<file path="config.mk">
export PLATFORM = sky130hd
export DESIGN_NAME = res_hazard_table
export DESIGN_NICKNAME = d
export VERILOG_FILES = /design/src/rtl/res_hazard_pkg.sv /design/src/rtl/rh_slot_pick.sv /design/src/rtl/rh_main_table.sv /design/src/rtl/rh_depth_table.sv /design/src/rtl/res_hazard_table.sv
export SDC_FILE = /design/constraint.sdc
export NUM_CORES = 2
export LEC_CHECK = 0
export BUFFER_PORTS_ARGS = -buffer_cell sky130_fd_sc_hd__buf_2
export CAP_MARGIN = 10
export CORE_ASPECT_RATIO = 2
export CORE_MARGIN = 8
export CORE_UTILIZATION = 60
export CTS_CLUSTER_DIAMETER = 40
export DETAILED_ROUTE_END_ITERATION = 7
export PLACE_DENSITY = 0.81
export SETUP_SLACK_MARGIN = 0.1
export SLEW_MARGIN = 15
export SYNTH_ARGS = -nofsm -noshare
export SYNTH_HDL_FRONTEND = slang
export SYNTH_SLANG_ARGS = --single-unit
</file>
<file path="constraint.sdc">
create_clock -name clk -period 7.8 [get_ports clk]
set_clock_uncertainty 0.1 [all_clocks]
set_input_delay 0.39 -clock clk [delete_from_list [all_inputs] [get_ports clk]]
set_output_delay 0.39 -clock clk [all_outputs]
set_load 0.005 [all_outputs]
</file>
<file path="src/rtl/res_hazard_pkg.sv">
package res_hazard_pkg;

    localparam int HANDLE_W = 64;
    localparam int STAMP_W  = 32;

    typedef logic [HANDLE_W-1:0] handle_t;
    typedef logic [STAMP_W-1:0]  stamp_t;

    // main table slot: occupancy, opaque handle, write attribute, last-use stamp
    typedef struct packed {
        logic    live;
        handle_t handle;
        logic    wr;
        stamp_t  stamp;
    } main_ent_t;

    // depth table slot: no stamp, removal is by handle only
    typedef struct packed {
        logic    live;
        handle_t handle;
    } dep_ent_t;

endpackage

</file>
<file path="src/rtl/rh_slot_pick.sv">
// Lowest-index picker: reports whether any bit is set and the index of the lowest one.
module rh_slot_pick #(
    parameter  int N  = 8,
    localparam int IW = (N > 1) ? $clog2(N) : 1
) (
    input  logic [N-1:0]  cand,
    output logic          any,
    output logic [IW-1:0] idx
);
    always_comb begin
        any = |cand;
        idx = '0;
        for (int i = N - 1; i >= 0; i--) begin
            if (cand[i]) idx = IW'(i);
        end
    end
endmodule

</file>
<file path="src/rtl/rh_main_table.sv">
module rh_main_table
    import res_hazard_pkg::*;
#(
    parameter  int N  = 8,
    localparam int IW = (N > 1) ? $clog2(N) : 1
) (
    input  logic    clk,
    input  logic    rst_n,
    input  logic    chk_valid,
    input  handle_t chk_handle,
    input  logic    chk_write,
    output logic    chk_stall,
    input  logic    ins_valid,
    input  handle_t ins_handle,
    input  logic    ins_write,
    input  stamp_t  ins_stamp,
    input  logic    ret_valid,
    input  stamp_t  ret_stamp,
    input  logic    ovf_clr,
    output logic    ovf_flag
);
    typedef struct packed {
        main_ent_t [N-1:0] ent;
        logic              ovf;
    } state_t;

    state_t st_d, st_q;

    logic [N-1:0]  live_q;
    logic [N-1:0]  chk_hit;
    logic [N-1:0]  chk_conflict;
    logic [N-1:0]  ret_kill;
    logic [N-1:0]  live_after;
    logic [N-1:0]  ins_hit;
    logic          hit_any, free_any;
    logic [IW-1:0] hit_idx, free_idx;
    logic          ovf_set;

    // per-slot compare bank
    for (genvar i = 0; i < N; i++) begin : g_slot
        assign live_q[i]       = st_q.ent[i].live;
        assign chk_hit[i]      = st_q.ent[i].live && (st_q.ent[i].handle == chk_handle);
        assign chk_conflict[i] = chk_hit[i] && (chk_write || st_q.ent[i].wr);
        assign ret_kill[i]     = ret_valid && st_q.ent[i].live
                                 && (st_q.ent[i].stamp <= ret_stamp);
        assign live_after[i]   = st_q.ent[i].live && !ret_kill[i];
        assign ins_hit[i]      = live_after[i] && (st_q.ent[i].handle == ins_handle);
    end

    assign chk_stall = chk_valid && (|chk_conflict);
    assign ovf_flag  = st_q.ovf;

    rh_slot_pick #(.N(N)) u_hit_pick (
        .cand (ins_hit),
        .any  (hit_any),
        .idx  (hit_idx)
    );

    rh_slot_pick #(.N(N)) u_free_pick (
        .cand (~live_after),
        .any  (free_any),
        .idx  (free_idx)
    );

    always_comb begin
        st_d    = st_q;
        ovf_set = 1'b0;
        for (int i = 0; i < N; i++) begin
            if (ret_kill[i]) st_d.ent[i].live = 1'b0;
        end
        if (ins_valid) begin
            if (hit_any) begin
                st_d.ent[hit_idx].wr    = ins_write;
                st_d.ent[hit_idx].stamp = ins_stamp;
            end else if (free_any) begin
                st_d.ent[free_idx] = '{live: 1'b1, handle: ins_handle,
                                       wr: ins_write, stamp: ins_stamp};
            end else begin
                ovf_set = 1'b1;
            end
        end
        st_d.ovf = ovf_set || (st_q.ovf && !ovf_clr);
    end

    always_ff @(posedge clk or negedge rst_n) begin
        if (!rst_n) st_q <= '0;
        else        st_q <= st_d;
    end

    AST_SINGLE_MATCH: assert property (@(posedge clk) disable iff (!rst_n)
        chk_valid |-> $countones(chk_hit) <= 1);
    AST_CHECK_NO_WRITE: assert property (@(posedge clk) disable iff (!rst_n)
        (!ins_valid && !ret_valid) |=> $stable(st_q.ent));
    AST_RETIRE_SHRINKS: assert property (@(posedge clk) disable iff (!rst_n)
        (ret_valid && !ins_valid) |=> ((live_q & ~$past(live_q)) == '0));
    AST_FULL_DROP: assert property (@(posedge clk) disable iff (!rst_n)
        (ins_valid && !ret_valid && (&live_q) && !(|ins_hit)) |=> (st_q.ovf && $stable(live_q)));
    AST_OVF_STICKY: assert property (@(posedge clk) disable iff (!rst_n)
        (st_q.ovf && !ovf_clr) |=> st_q.ovf);
endmodule

</file>
<file path="src/rtl/rh_depth_table.sv">
module rh_depth_table
    import res_hazard_pkg::*;
#(
    parameter  int N  = 4,
    localparam int IW = (N > 1) ? $clog2(N) : 1
) (
    input  logic    clk,
    input  logic    rst_n,
    input  logic    req_valid,
    input  handle_t req_handle,
    output logic    req_stall,
    input  logic    clr_valid,
    input  handle_t clr_handle
);
    typedef struct packed {
        dep_ent_t [N-1:0] ent;
    } state_t;

    state_t st_d, st_q;

    logic [N-1:0]  live_q;
    logic [N-1:0]  req_hit;
    logic [N-1:0]  clr_hit;
    logic          free_any;
    logic [IW-1:0] free_idx;
    logic          grant;

    for (genvar i = 0; i < N; i++) begin : g_slot
        assign live_q[i]  = st_q.ent[i].live;
        assign req_hit[i] = st_q.ent[i].live && (st_q.ent[i].handle == req_handle);
        assign clr_hit[i] = clr_valid && st_q.ent[i].live
                            && (st_q.ent[i].handle == clr_handle);
    end

    // stall on a present handle, or when there is nowhere to put it
    assign req_stall = req_valid && ((|req_hit) || !free_any);
    assign grant     = req_valid && !req_stall;

    rh_slot_pick #(.N(N)) u_free_pick (
        .cand (~live_q),
        .any  (free_any),
        .idx  (free_idx)
    );

    always_comb begin
        st_d = st_q;
        for (int i = 0; i < N; i++) begin
            if (clr_hit[i]) st_d.ent[i].live = 1'b0;
        end
        if (grant) begin
            st_d.ent[free_idx] = '{live: 1'b1, handle: req_handle};
        end
    end

    always_ff @(posedge clk or negedge rst_n) begin
        if (!rst_n) st_q <= '0;
        else        st_q <= st_d;
    end

    AST_DEP_STALL_NO_FILL: assert property (@(posedge clk) disable iff (!rst_n)
        (req_valid && req_stall && !clr_valid) |=> $stable(live_q));
    AST_DEP_GRANT_FILLS: assert property (@(posedge clk) disable iff (!rst_n)
        (grant && !clr_valid) |=> ($countones(live_q) == $countones($past(live_q)) + 1));
    AST_DEP_ONE_CLEAR: assert property (@(posedge clk) disable iff (!rst_n)
        (clr_valid && !req_valid) |=> ($countones($past(live_q) & ~live_q) <= 1));
    AST_DEP_CLEAR_NO_FILL: assert property (@(posedge clk) disable iff (!rst_n)
        (clr_valid && !req_valid) |=> ((live_q & ~$past(live_q)) == '0));
endmodule

</file>
<file path="src/rtl/res_hazard_table.sv">
module res_hazard_table
    import res_hazard_pkg::*;
#(
    parameter int MAIN_SLOTS  = 8,
    parameter int DEPTH_SLOTS = 4
) (
    input  logic                clk,
    input  logic                rst_n,
    input  logic                chk_valid,
    input  logic [HANDLE_W-1:0] chk_handle,
    input  logic                chk_write,
    output logic                chk_stall,
    input  logic                ins_valid,
    input  logic [HANDLE_W-1:0] ins_handle,
    input  logic                ins_write,
    input  logic [STAMP_W-1:0]  ins_stamp,
    input  logic                ret_valid,
    input  logic [STAMP_W-1:0]  ret_stamp,
    input  logic                ovf_clr,
    output logic                ovf_flag,
    input  logic                dep_req_valid,
    input  logic [HANDLE_W-1:0] dep_req_handle,
    output logic                dep_stall,
    input  logic                dep_clr_valid,
    input  logic [HANDLE_W-1:0] dep_clr_handle
);
    rh_main_table #(.N(MAIN_SLOTS)) u_main (
        .clk        (clk),
        .rst_n      (rst_n),
        .chk_valid  (chk_valid),
        .chk_handle (chk_handle),
        .chk_write  (chk_write),
        .chk_stall  (chk_stall),
        .ins_valid  (ins_valid),
        .ins_handle (ins_handle),
        .ins_write  (ins_write),
        .ins_stamp  (ins_stamp),
        .ret_valid  (ret_valid),
        .ret_stamp  (ret_stamp),
        .ovf_clr    (ovf_clr),
        .ovf_flag   (ovf_flag)
    );

    rh_depth_table #(.N(DEPTH_SLOTS)) u_depth (
        .clk        (clk),
        .rst_n      (rst_n),
        .req_valid  (dep_req_valid),
        .req_handle (dep_req_handle),
        .req_stall  (dep_stall),
        .clr_valid  (dep_clr_valid),
        .clr_handle (dep_clr_handle)
    );
endmodule

</file>
==> Word level (Yosys, flattened, before mapping) <==
Index checks and enable logic that the tools add are counted.
{ "word_totals": {"register_bits": 1045, "latchBits": 0, "ramBits": 0, "romBits": 0, "inputBits": 330, "output_inout_bits": 3, "word_cells": 227, "memories": 0} }
{ "classes": {"addsub": 0, "mul": 0, "div": 0, "order_cmp": 14, "n_eq_ne": 24, "n_shift": 0, "muxes": 51, "bitwise": 2, "n_reduce_logical": 95} }
{ "op_table": {"columns": ["op", "count"], "rows": [
  ["784-bit bitwise mux", 3],
  ["784-bit two-way mux", 3],
  ["64-bit == test", 24],
  ["98-bit demux with 3-bit select", 3],
  ["260-bit bitwise mux", 1],
  ["260-bit two-way mux", 1],
  ["32-bit <= comparator", 8],
  ["65-bit demux with 2-bit select", 1],
  ["98-bit two-way mux", 1],
  ["1-bit logical AND", 67],
  ["65-bit two-way mux", 1],
  ["3-bit two-way mux", 16],
  ["33-bit two-way mux", 1],
  ["32-bit two-way mux", 1],
  ["8-bit OR reduction", 3],
  ["1-bit two-way mux", 15],
  ["1-bit zero test", 11],
  ["1-bit logical OR", 10],
  ["3-bit by 4-bit less-than comparator with 1-bit output (second input constant)", 2],
  ["2-bit two-way mux", 4],
  ["8-bit inverter", 1],
  ["4-bit OR reduction", 2],
  ["3-bit by 1-bit greater-or-equal comparator with 1-bit output (second input constant)", 2],
  ["4-bit inverter", 1],
  ["other kinds (4)", 4]
]} }

==> Depth between registers and ports, before layout <==
{ "logic_depth": {"ltp_word": 21, "mapped_depth": 15, "ltp_nobuf": 12} }

==> By module <==
A second synthesis with hierarchy kept.
{ "unflattened": {"cells_unflattened": 5531, "hier_area_um2": 64107.7} }
{ "modules_own_cells": {"columns": ["module", "instances", "cells_per_inst", "area_each_um2", "seq_area_each_um2"], "rows": [
  ["rh_main_table", 1, 4034, 47295.4, 19643.8],
  ["rh_depth_table", 1, 1464, 16614.7, 6506.2],
  ["rh_slot_pick (u_main.u_free_pick ...)", 2, 13, 81.3, 0.0],
  ["rh_slot_pick (u_depth.u_free_pick)", 1, 7, 35.0, 0.0]
]} }

==> Least setup slack after synthesis <==
OpenSTA, ideal clock, no wires.
{ "synth_path": {"path_kind": "input -> register", "start": "input ret_stamp[30]", "end": "register (tool-made name)", "setup_time_ps": 125, "t_arrival_ps": 3946, "required_ps": 7575, "setup_slack_ps": 3629, "cell_stages": 14, "n_path_buf": 2, "path_cell_list": "inv_1 > ha_1 > nand4_1 > or4_1 > o31ai_1 > a31oi_1 > o21ba_1 > or4b_1 > buf_2 > nor2_4 > nand2_1 > nor2_2 > buf_6 > mux2_2"} }
{ "synth_lines": {"columns": ["element", "line", "text"], "rows": [
  ["from (decl)", "res_hazard_table.sv:18", "input logic [STAMP_W-1:0] ret_stamp,"]
]} }

==> results.md <==
- Status: complete, no violations
- Final Cycle Share: 0.788
- Placement Rows: 168
- DIE AREA: 0.116 mm²
- Pleak: 32.4 nW
- Number of CTS-inserted buffers: 117
- Routed wire length: roughly 290 mm
- Post-Layout Cell Count: between 7,000 and 8,000
- Fin. Hold Viols: 0
- CP max-delay cell: nor4b_4
- First-pass GRT wire length: 397 mm
- Placer Congestion: 1.08
- Post-DP HPWL: 206 mm
- Largest net degree at the start of global routing: 159
- Finished Cell Area: 0.0702 mm²
- Pwr dens: about 310 mW/mm²
- Dominant cells by area after synthesis: dfrtp_1, mux2_2, xor2_1
- Largest stage delay, worst path: a little over 800 ps
- Final setup viols: 0
- Pre-CTS WS: 1600 ps
- Flop pwr share: 0.406
- Iter 0 DRT Violations: 8,605
- Setup crit end kind: flip-flop
- Synth Instances: between 5,000 and 6,000
- Post-synth top cells: dfrtp_1, mux2_2, xor2_1
- Worst path buffer plus inverter count: 0
- Hold Path Origin: dep_req_handle[28]
- Die W: 245 µm
- Register-to-Register Path Depth: 11
- Largest area contributor in the netlist: dfrtp_1
- Core area: 0.104 mm²
- CP required: 8340 ps
- Vias in the first global route: 52,300
- WS Path Type: reg2reg
- Most frequent cell after synthesis: dfrtp_1
- H-Tree Depth: 3
- Final min period: 6140 ps
- CTS tree: built
- I/O pin cnt: around 330
- CTS Sinks: between 1,000 and 1,500
- DRC viols: 0
- Worst hold margin: 8.64 ps
- Clock power share: 0.275
- Initial antenna violation count: 21
- Sw Ratio: 0.386
- Vias post-DR: 52,900
- Post-synth ARST share: 1.00
- Critical-path cell list: ha_1 -> nand4_1 -> or4_1 -> o31ai_1 -> a31oi_1 -> o21ba_1 -> or4b_1 -> nor2_4 -> nor4b_4 -> nand2_4 -> mux2_1
- CP max FO: between 60 and 70
- CP Launch Type: flip-flop
- RSZ-0062 raised after global routing: no
- NetSw: 8.48 mW
- Clock Latency Late Sink: between 700 and 800 ps
- Cell Area, Placed: 0.0654 mm²
- Initial Util: 0.602
- Yosys reg bits: 1,045
- Worst R2R Setup Slack: 1660 ps
- Sequential share of the synthesized area: 0.417
- Min-Delay Path Class: in2reg
- Top_reg_cell synth: dfrtp_1
- Crit-path leading delay family: simple AND/OR/NAND/NOR gates
- Gate power share: 0.318
- Drt first pass iters: 7
- Routed WL per cell: approximately 39 µm
- Setup TNS Final: 0 ps
- Share of cells above drive strength 1: 0.245
- Count of buffers from port buffering: 332
- Area growth, synth to finish: 11.8%
- Clock Pin Slew Worst Setup and Hold Paths: ~70 ps
- Max Fclk: 163 MHz
- Max Root-Sink Buffers: 3
- Syn Std Cell Area: about 0.063 mm²
- Final #Nets: 6,519
- Mean post-synth cell area: 11.0 µm²
- Share of the synthesized area in the top cell type: 0.417
- Gr usage total: 0.484
- Post-DRT Antenna Nets: 0
- Chip height: between 400 and 500 µm
- Worst Tran Pin Value: 1260 ps
- Arrival time worst endpoint: around 6700 ps
- Vias/cell: 7.15
- Yosys cell types: 79
- Design Power: 22.0 mW
- Hold Crit Depth: 2
- Count of warnings emitted by yosys: 0
- Synthesized net count: 6,283
- Rel. slew slack: 0.152
- Utilization after layout: 0.673
- Total gr overflow: 0
- Worst vdd ir: 0.309 mV
- Root Driver: clkbuf_16
- EDFF count, synth: 0
- Setup ws final: 1660 ps
- Max-cap violations: 0
- Dpl cells: 7,115
- Internal cell power: 13.5 mW
- Final Max Slew Viols: 0
placed cells by master, fill, tap and decap left out, types with 14 or more instances in the layout:
cell type	netlist	routed
inv_1	240	240
mux2_4	37	37
o22ai_1	101	101
ha_1	256	256
buf_4	14	91
dfrtp_1	1045	1045
buf_2	39	331
xnor2_1	580	580
dlygate4sd3_1	0	59
o21ai_0	226	226
clkbuf_16	0	118
o2bb2ai_1	36	36
a21oi_1	99	99
mux2_2	768	768
a211oi_1	16	16
nand4_1	240	240
bufinv_16	0	14
mux2_1	61	61
clkinv_2	0	14
nor4_1	244	242
nor3_1	35	34
clkinv_4	0	16
a21o_1	17	17
nand2_1	236	234
nand3_1	58	56
a22o_1	14	14
xor2_1	708	708
nor2_1	36	36
inv_6	0	17
a221oi_1	60	60
power by group through the flow:
stage	logic [mW]	clock network, mW	registers, mW
after floorplan	4.59	0	8.19
after global placement	6.48	0	8.76
after detailed placement	6.63	0	8.86
after CTS	6.73	6.03	8.78
after global routing	7.36	6.23	8.99
final	7.00	6.05	8.93
routing by layer:
metal / wire length [µm] / vias to the layer above / track usage
li1: - / 20700 / -
met1: 106000 / 26400 / 0.634
met2: 111000 / 4511 / 0.640
met3: 47000 / 1202 / 0.233
met4: 22300 / 24 / 0.286
met5: 250 / - / 0.00504
logic make-up (layout without fill, tap and decap cells):
family / after synthesis / in the layout / share of synthesized area
flops: 1045 / 1045 / 0.417
fa+ha+maj: 256 / 256 / 0.0510
simple gates: 936 / 936 / 0.0824
other cells: 0 / 5 / 0
xor+xnor: 1288 / 1288 / 0.180
mux: 866 / 866 / 0.158
buf+inv: 613 / 950 / 0.0407
compound gates: 693 / 693 / 0.0717
worst max path at each step:
stage	cells past startpoint	end
floorplan	14	flip-flop
global placement	13	flip-flop
detailed placement	13	flip-flop
CTS	11	flip-flop
global route	11	flip-flop
finish	11	flip-flop
what timing repair did:
action	CTS	global route
setup buffers	0	0
gates resized for setup	0	0
hold buffers	59	0
hold endpoints to repair	427	0
final cells by class:
| type | instances | area [µm²] |
|---|---|---|
| Timing Repair Buffer | 488 | 3070 |
| Inverter | 242 | 908 |
| Clock buffer | 140 | 3170 |
| Antenna cell | 5 | 12.5 |
| Clock inverter | 80 | 981 |
| Tap cell | 1360 | 1700 |
| Sequential cell | 1045 | 26200 |
| Fill cell | 7808 | 34100 |
| Multi-Input combinational cell | 4039 | 34200 |
Power figures use the tool's default switching activity.
